## src/rtl/fxm_pkg.sv

```systemverilog
// Shared definitions for the fraction-by-integer multiply unit.
// Assumes nothing beyond default widths; modules take widths as parameters.
package fxm_pkg;
    localparam int COEF_W_DEF = 8;
    localparam int INT_W_DEF  = 8;

    // Behaviour when a value leaves the signed result range
    typedef enum logic {
        OVF_WRAP  = 1'b0,
        OVF_CLAMP = 1'b1
    } ovf_mode_e;
endpackage

```

## src/rtl/fxm_product.sv

```systemverilog
// Full-width signed product of a CW-bit fraction and an IW-bit integer.
// Assumes both operands are two's complement; the result is exact in CW+IW bits.
module fxm_product #(
    parameter int CW = fxm_pkg::COEF_W_DEF,
    parameter int IW = fxm_pkg::INT_W_DEF,
    localparam int PW = CW + IW
) (
    input  logic signed [CW-1:0] coef,
    input  logic signed [IW-1:0] coord,
    output logic signed [PW-1:0] prod
);
    logic signed [PW-1:0] coef_ext;
    logic signed [PW-1:0] coord_ext;

    // Sign-extend both operands to product width, then multiply
    always_comb begin
        coef_ext  = {{IW{coef[CW-1]}}, coef};
        coord_ext = {{CW{coord[IW-1]}}, coord};
        prod      = coef_ext * coord_ext;
    end
endmodule

```

## src/rtl/fxm_slice.sv

```systemverilog
// Selects the whole-number part of the product: bits [PW-1:CW-1].
// Dropping the CW-1 fraction bits floors toward minus infinity.
// The top bit is then removed, or clamped when OVF_CLAMP is chosen.
module fxm_slice #(
    parameter int CW = fxm_pkg::COEF_W_DEF,
    parameter int IW = fxm_pkg::INT_W_DEF,
    parameter fxm_pkg::ovf_mode_e MODE = fxm_pkg::OVF_WRAP,
    localparam int PW = CW + IW,
    localparam int EW = IW + 1
) (
    input  logic signed [PW-1:0] prod,
    output logic signed [IW-1:0] part,
    output logic                 ovf
);
    localparam logic [IW-1:0] MAX_V = {1'b0, {(IW-1){1'b1}}};
    localparam logic [IW-1:0] MIN_V = {1'b1, {(IW-1){1'b0}}};

    logic signed [EW-1:0] whole;

    // Integer field of the product and its fit check
    always_comb begin
        whole = prod[PW-1:CW-1];
        ovf   = whole[EW-1] ^ whole[EW-2];
    end

    generate
        if (MODE == fxm_pkg::OVF_CLAMP) begin : g_clamp
            // Clamp to the nearest limit on overflow
            always_comb begin
                if (ovf) part = whole[EW-1] ? MIN_V : MAX_V;
                else     part = whole[IW-1:0];
            end
        end else begin : g_wrap
            // Keep low IW bits; bit IW-1 takes the sign weight
            always_comb part = whole[IW-1:0];
        end
    endgenerate
endmodule

```

## src/rtl/fxm_sum.sv

```systemverilog
// Adds the product part to an optional offset and an optional prior result.
// Assumes all inputs are IW-bit signed; two guard bits hold the 3-term sum.
module fxm_sum #(
    parameter int IW = fxm_pkg::INT_W_DEF,
    parameter fxm_pkg::ovf_mode_e MODE = fxm_pkg::OVF_WRAP,
    localparam int SW = IW + 2
) (
    input  logic signed [IW-1:0] part,
    input  logic signed [IW-1:0] addend,
    input  logic signed [IW-1:0] prev,
    input  logic                 add_en,
    input  logic                 chain_en,
    output logic signed [IW-1:0] sum,
    output logic                 ovf
);
    localparam logic [IW-1:0] MAX_V = {1'b0, {(IW-1){1'b1}}};
    localparam logic [IW-1:0] MIN_V = {1'b1, {(IW-1){1'b0}}};

    logic signed [SW-1:0] a_ext, b_ext, c_ext, total;
    logic [SW-IW:0]       top_bits;

    // Extended three-term sum and range check
    always_comb begin
        a_ext    = {{2{part[IW-1]}}, part};
        b_ext    = add_en   ? {{2{addend[IW-1]}}, addend} : '0;
        c_ext    = chain_en ? {{2{prev[IW-1]}}, prev}     : '0;
        total    = a_ext + b_ext + c_ext;
        top_bits = total[SW-1:IW-1];
        ovf      = ~((&top_bits) | ~(|top_bits));
    end

    generate
        if (MODE == fxm_pkg::OVF_CLAMP) begin : g_clamp
            // Limit the sum to the signed IW-bit range
            always_comb begin
                if (ovf) sum = total[SW-1] ? MIN_V : MAX_V;
                else     sum = total[IW-1:0];
            end
        end else begin : g_wrap
            // Modulo 2^IW result
            always_comb sum = total[IW-1:0];
        end
    endgenerate
endmodule

```

## src/rtl/frac_int_mul.sv

```systemverilog
// Top: fraction x integer multiply with optional offset and feedback sum.
// One registered stage; synchronous active-low reset clears the result.
// Assumes coef_i is a signed fraction whose top bit weighs -1.
module frac_int_mul #(
    parameter int CW = fxm_pkg::COEF_W_DEF,
    parameter int IW = fxm_pkg::INT_W_DEF,
    parameter fxm_pkg::ovf_mode_e OVF_MODE = fxm_pkg::OVF_WRAP
) (
    input  logic          clk,
    input  logic          rst_n,
    input  logic [CW-1:0] coef_i,
    input  logic [IW-1:0] coord_i,
    input  logic [IW-1:0] addend_i,
    input  logic          add_en_i,
    input  logic          chain_en_i,
    output logic [IW-1:0] result_o
);
    localparam int PW = CW + IW;
    localparam logic [IW-1:0] MAX_V = {1'b0, {(IW-1){1'b1}}};
    localparam logic [IW-1:0] MIN_V = {1'b1, {(IW-1){1'b0}}};
    localparam logic [CW-1:0] MIN_C = {1'b1, {(CW-1){1'b0}}};

    logic signed [PW-1:0] prod;
    logic signed [IW-1:0] part;
    logic                 part_ovf;
    logic signed [IW-1:0] sum;
    logic                 sum_ovf;
    logic [IW-1:0]        result_q;

    fxm_product #(.CW(CW), .IW(IW)) u_prod (
        .coef  ($signed(coef_i)),
        .coord ($signed(coord_i)),
        .prod  (prod)
    );

    fxm_slice #(.CW(CW), .IW(IW), .MODE(OVF_MODE)) u_slice (
        .prod (prod),
        .part (part),
        .ovf  (part_ovf)
    );

    fxm_sum #(.IW(IW), .MODE(OVF_MODE)) u_sum (
        .part     (part),
        .addend   ($signed(addend_i)),
        .prev     ($signed(result_q)),
        .add_en   (add_en_i),
        .chain_en (chain_en_i),
        .sum      (sum),
        .ovf      (sum_ovf)
    );

    // Result register with synchronous clear
    always_ff @(posedge clk) begin
        if (!rst_n) result_q <= '0;
        else        result_q <= sum;
    end

    assign result_o = result_q;

    // reset clears the result
    a_r1_reset_clear: assert property (@(posedge clk)
        !rst_n |=> result_o == '0);

    // zero coefficient with no extra terms gives zero
    a_r2_zero_coef: assert property (@(posedge clk) disable iff (!rst_n)
        (coef_i == '0 && !add_en_i && !chain_en_i) |=> result_o == '0);

    // zero operand without addend gives zero regardless of addend_i
    a_r8_addend_ignored: assert property (@(posedge clk) disable iff (!rst_n)
        (coord_i == '0 && !add_en_i && !chain_en_i) |=> result_o == '0);

    // chaining a zero product holds the result
    a_r7_chain_hold: assert property (@(posedge clk) disable iff (!rst_n)
        (coef_i == '0 && !add_en_i && chain_en_i) |=> $stable(result_o));

    generate
        if (OVF_MODE == fxm_pkg::OVF_CLAMP) begin : g_chk_clamp
            // a product overflow alone lands on a limit code
            a_r9_clamp_limit: assert property (@(posedge clk) disable iff (!rst_n)
                (part_ovf && !add_en_i && !chain_en_i)
                |=> (result_o == MAX_V || result_o == MIN_V));
        end else begin : g_chk_wrap
            // zero product plus addend passes the addend through
            a_r6_addend_pass: assert property (@(posedge clk) disable iff (!rst_n)
                (coef_i == '0 && add_en_i && !chain_en_i)
                |=> result_o == $past(addend_i));
            // most-negative squared wraps to the most-negative code
            a_r5_wrap_min: assert property (@(posedge clk) disable iff (!rst_n)
                (coef_i == MIN_C && coord_i == MIN_V && !add_en_i && !chain_en_i)
                |=> result_o == MIN_V);
        end
    endgenerate

    // sum_ovf is informative only in wrap mode
    logic unused_ok;
    assign unused_ok = sum_ovf;
endmodule

```

## config.mk

```make
export PLATFORM = sky130hd
export DESIGN_NAME = frac_int_mul
export DESIGN_NICKNAME = d
export VERILOG_FILES = /design/src/rtl/fxm_pkg.sv /design/src/rtl/fxm_product.sv /design/src/rtl/fxm_slice.sv /design/src/rtl/fxm_sum.sv /design/src/rtl/frac_int_mul.sv
export SDC_FILE = /design/constraint.sdc
export NUM_CORES = 1
export LEC_CHECK = 0
export ABC_CLOCK_PERIOD_IN_PS = 15000
export BUFFER_PORTS_ARGS = -buffer_cell sky130_fd_sc_hd__clkbuf_2
export CORE_MARGIN = 2
export CORE_UTILIZATION = 65
export CTS_CLUSTER_SIZE = 30
export DETAILED_ROUTE_END_ITERATION = 16
export PLACE_DENSITY = 0.87
export SKIP_LAST_GASP = 1
export SYNTH_ARGS = -nofsm -noshare
export SYNTH_HDL_FRONTEND = slang
export SYNTH_HIERARCHICAL = 1
export SYNTH_SLANG_ARGS = --single-unit
```

## constraint.sdc

```tcl
create_clock -name clk -period 15 [get_ports clk]
set_clock_uncertainty 0.2 [all_clocks]
set_input_delay 3 -clock clk [delete_from_list [all_inputs] [get_ports clk]]
set_output_delay 3 -clock clk [all_outputs]
set_load 0.05 [all_outputs]
```

==> results_dict.tcl <==
set metrics [dict create \
    io_pins 36 \
    pre_cts_ws_ps 5990 \
    holdPathStages 4 \
    cts_buffers 3 \
    power-per-cell-area_nw_per_um2 243 \
    yosysWarningCount 6 \
    hpwl_um 5060 \
    min_period_ps 8790 \
    grt_pass1_vias 2525 \
    track_usage 0.244 \
    rsz0062_at_grt "no" \
    core_um2 4750 \
    post_drt_wl_per_cell_um 12.6 \
    start_kind "primary input" \
    whs_endpoint "result_o[0]$_SDFF_PN0_" \
    p_leak_nw 1.83 \
    grt_max_degree 10 \
    drt_wl_total_um 5760 \
    path_class "primary input to flip-flop" \
    period_share 0.586 \
    largest_reg_flops 8 \
    finalSetupTns_ps 0 \
    reg2reg_depth 10 \
    final_max_slew_viol_count 0 \
    ctsResizeCount 0 \
    ir_drop_uv 255 \
    hold_class "flip-flop to flip-flop" \
    cp_max_fo 8 \
    root_buffer "clkbuf_8" \
    die_w_um 74.6 \
    num_vias 2331 \
    final_nets 519 \
    setup_slack_ps 6210 \
    cts_setup_buffers 0 \
    min_from "result_o[0]$_SDFF_PN0_" \
    relSlewSlack 0.795 \
    htreeDepth 1 \
    clock_tree.buffer_depth 2 \
    worstMarginPinSlew_ps 307 \
    synth_area_um2 3240 \
    worstPathArrival_ps 8710 \
    drtIter0Drc 89 \
    initial_core_util 0.682 \
    antenna_cells 0 \
    drtPass1Iterations 4 \
    grt_pass1_wl_um 10500 \
    grt_antenna_before_repair 0 \
    hold_viol_final 0 \
    num_rows 25 \
    required_ps 14920 \
    drv_cap 0 \
    route.detailed.drc 0 \
    vias_per_cell 5.11 \
    fmax_mhz 114 \
    ant_nets 0 \
    status "finished clean" \
    rr_endpoint "result_o[7]$_SDFF_PN0_" \
    cts.sinks 8 \
    drive_gt1_frac 0.118 \
    dieArea_um2 5570 \
    synthCells 359 \
    cts_tree "done" \
    clkTransAtPathRegs_ps 40 \
    fillers 368 \
    syn_to_final_growth_pct 7.41 \
    postCtsHoldBufs 0 \
    rr_startpoint "result_o[1]$_SDFF_PN0_" \
    syn-num-nets 487 \
    r2r_slack_ps 12210 \
    synth_area_per_cell_um2 9.03 \
    port-buffer-count 35 \
    endpoint_kind "flip-flop" \
    place.gp.congestion 0.873 \
    die_h_um 74.6 \
    insertion_delay_ps 230 \
    setup_violations 0 \
    grt-ovfl-total 0 \
]
-- layer usage --
metal / vias to the layer above / global-route usage / routed length, um / part of all wire
li1: 1121 / - / - / -
met1: 1156 / 0.320 / 2400 / 0.42
met2: 50 / 0.447 / 3150 / 0.55
met3: 4 / 0.0308 / 177 / 0.031
met4: 0 / 0.0298 / 30 / 0.0052
met5: - / 0 / 0 / 0
-- worst max-delay path by stage --
stage	start	end	slack [ps]	cells after the start
3_5_place_dp	coord_i[4]	result_o[7]$_SDFF_PN0_	5990	24
5_1_grt	coord_i[4]	result_o[7]$_SDFF_PN0_	5980	24
2_1_floorplan	coord_i[4]	result_o[7]$_SDFF_PN0_	6380	24
3_3_place_gp	coord_i[4]	result_o[7]$_SDFF_PN0_	6120	24
4_1_cts	coord_i[4]	result_o[7]$_SDFF_PN0_	6210	24
6_report	coord_i[4]	result_o[7]$_SDFF_PN0_	6210	24
-- through the flow --
stage | area (um^2) | hold WS [ps] | instances | utilization | total power [mW]
2_1_floorplan | 3240 | 781 | 359 | - | 0.746
3_3_place_gp | 3440 | 553 | 453 | 0.723 | 0.778
3_5_place_dp | 3440 | 580 | 453 | 0.723 | 0.810
4_1_cts | 3480 | 588 | 456 | 0.732 | 0.848
5_1_grt | 3480 | 615 | 456 | 0.732 | 0.958
6_report | 3480 | 574 | 456 | 0.732 | 0.846
-- power by group --
part           switching, mW  leakage, nW  total [mW]  internal (mW)
Sequential           0.00383       0.0667      0.0388         0.0350
Combinational          0.421         1.74       0.781          0.360
Clock                0.00846       0.0216      0.0259         0.0174
-- layout by cell type (no fill, tap or decap), types with 8 or more instances in the layout --
| master | count |
|---|---|
| nor2b_1 | 9 |
| dfxtp_1 | 8 |
| ha_1 | 36 |
| a21oi_1 | 10 |
| nor2_1 | 9 |
| nand2_1 | 17 |
| fa_1 | 64 |
| inv_1 | 92 |
| clkbuf_2 | 35 |
| and2_1 | 65 |
-- area by class of cell --
| type | instances | area (um^2) | share of cell area |
|---|---|---|---|
| tap | 67 | 83.8 | 0.0241 |
| sequential | 8 | 160 | 0.0460 |
| inverter | 92 | 345 | 0.0992 |
| multi-input combinational | 251 | 2680 | 0.769 |
| clock buffer | 3 | 41.3 | 0.0119 |
| timing repair buffer | 35 | 175 | 0.0503 |
-- critical path, stage by stage --
cell	delay (ps)
clkbuf_2	140
and2_1	200
fa_1	540
inv_1	50
fa_1	470
inv_1	50
fa_1	530
inv_1	50
fa_1	520
inv_1	40
ha_1	340
o21a_1	200
o31a_1	130
nor4b_2	310
o21ai_1	140
xor2_1	170
inv_1	80
fa_1	530
inv_1	50
ha_1	320
or3_1	350
o22a_2	190
and2_1	140
and2_1	140
Note: power is estimated with default switching activity, not from simulation.
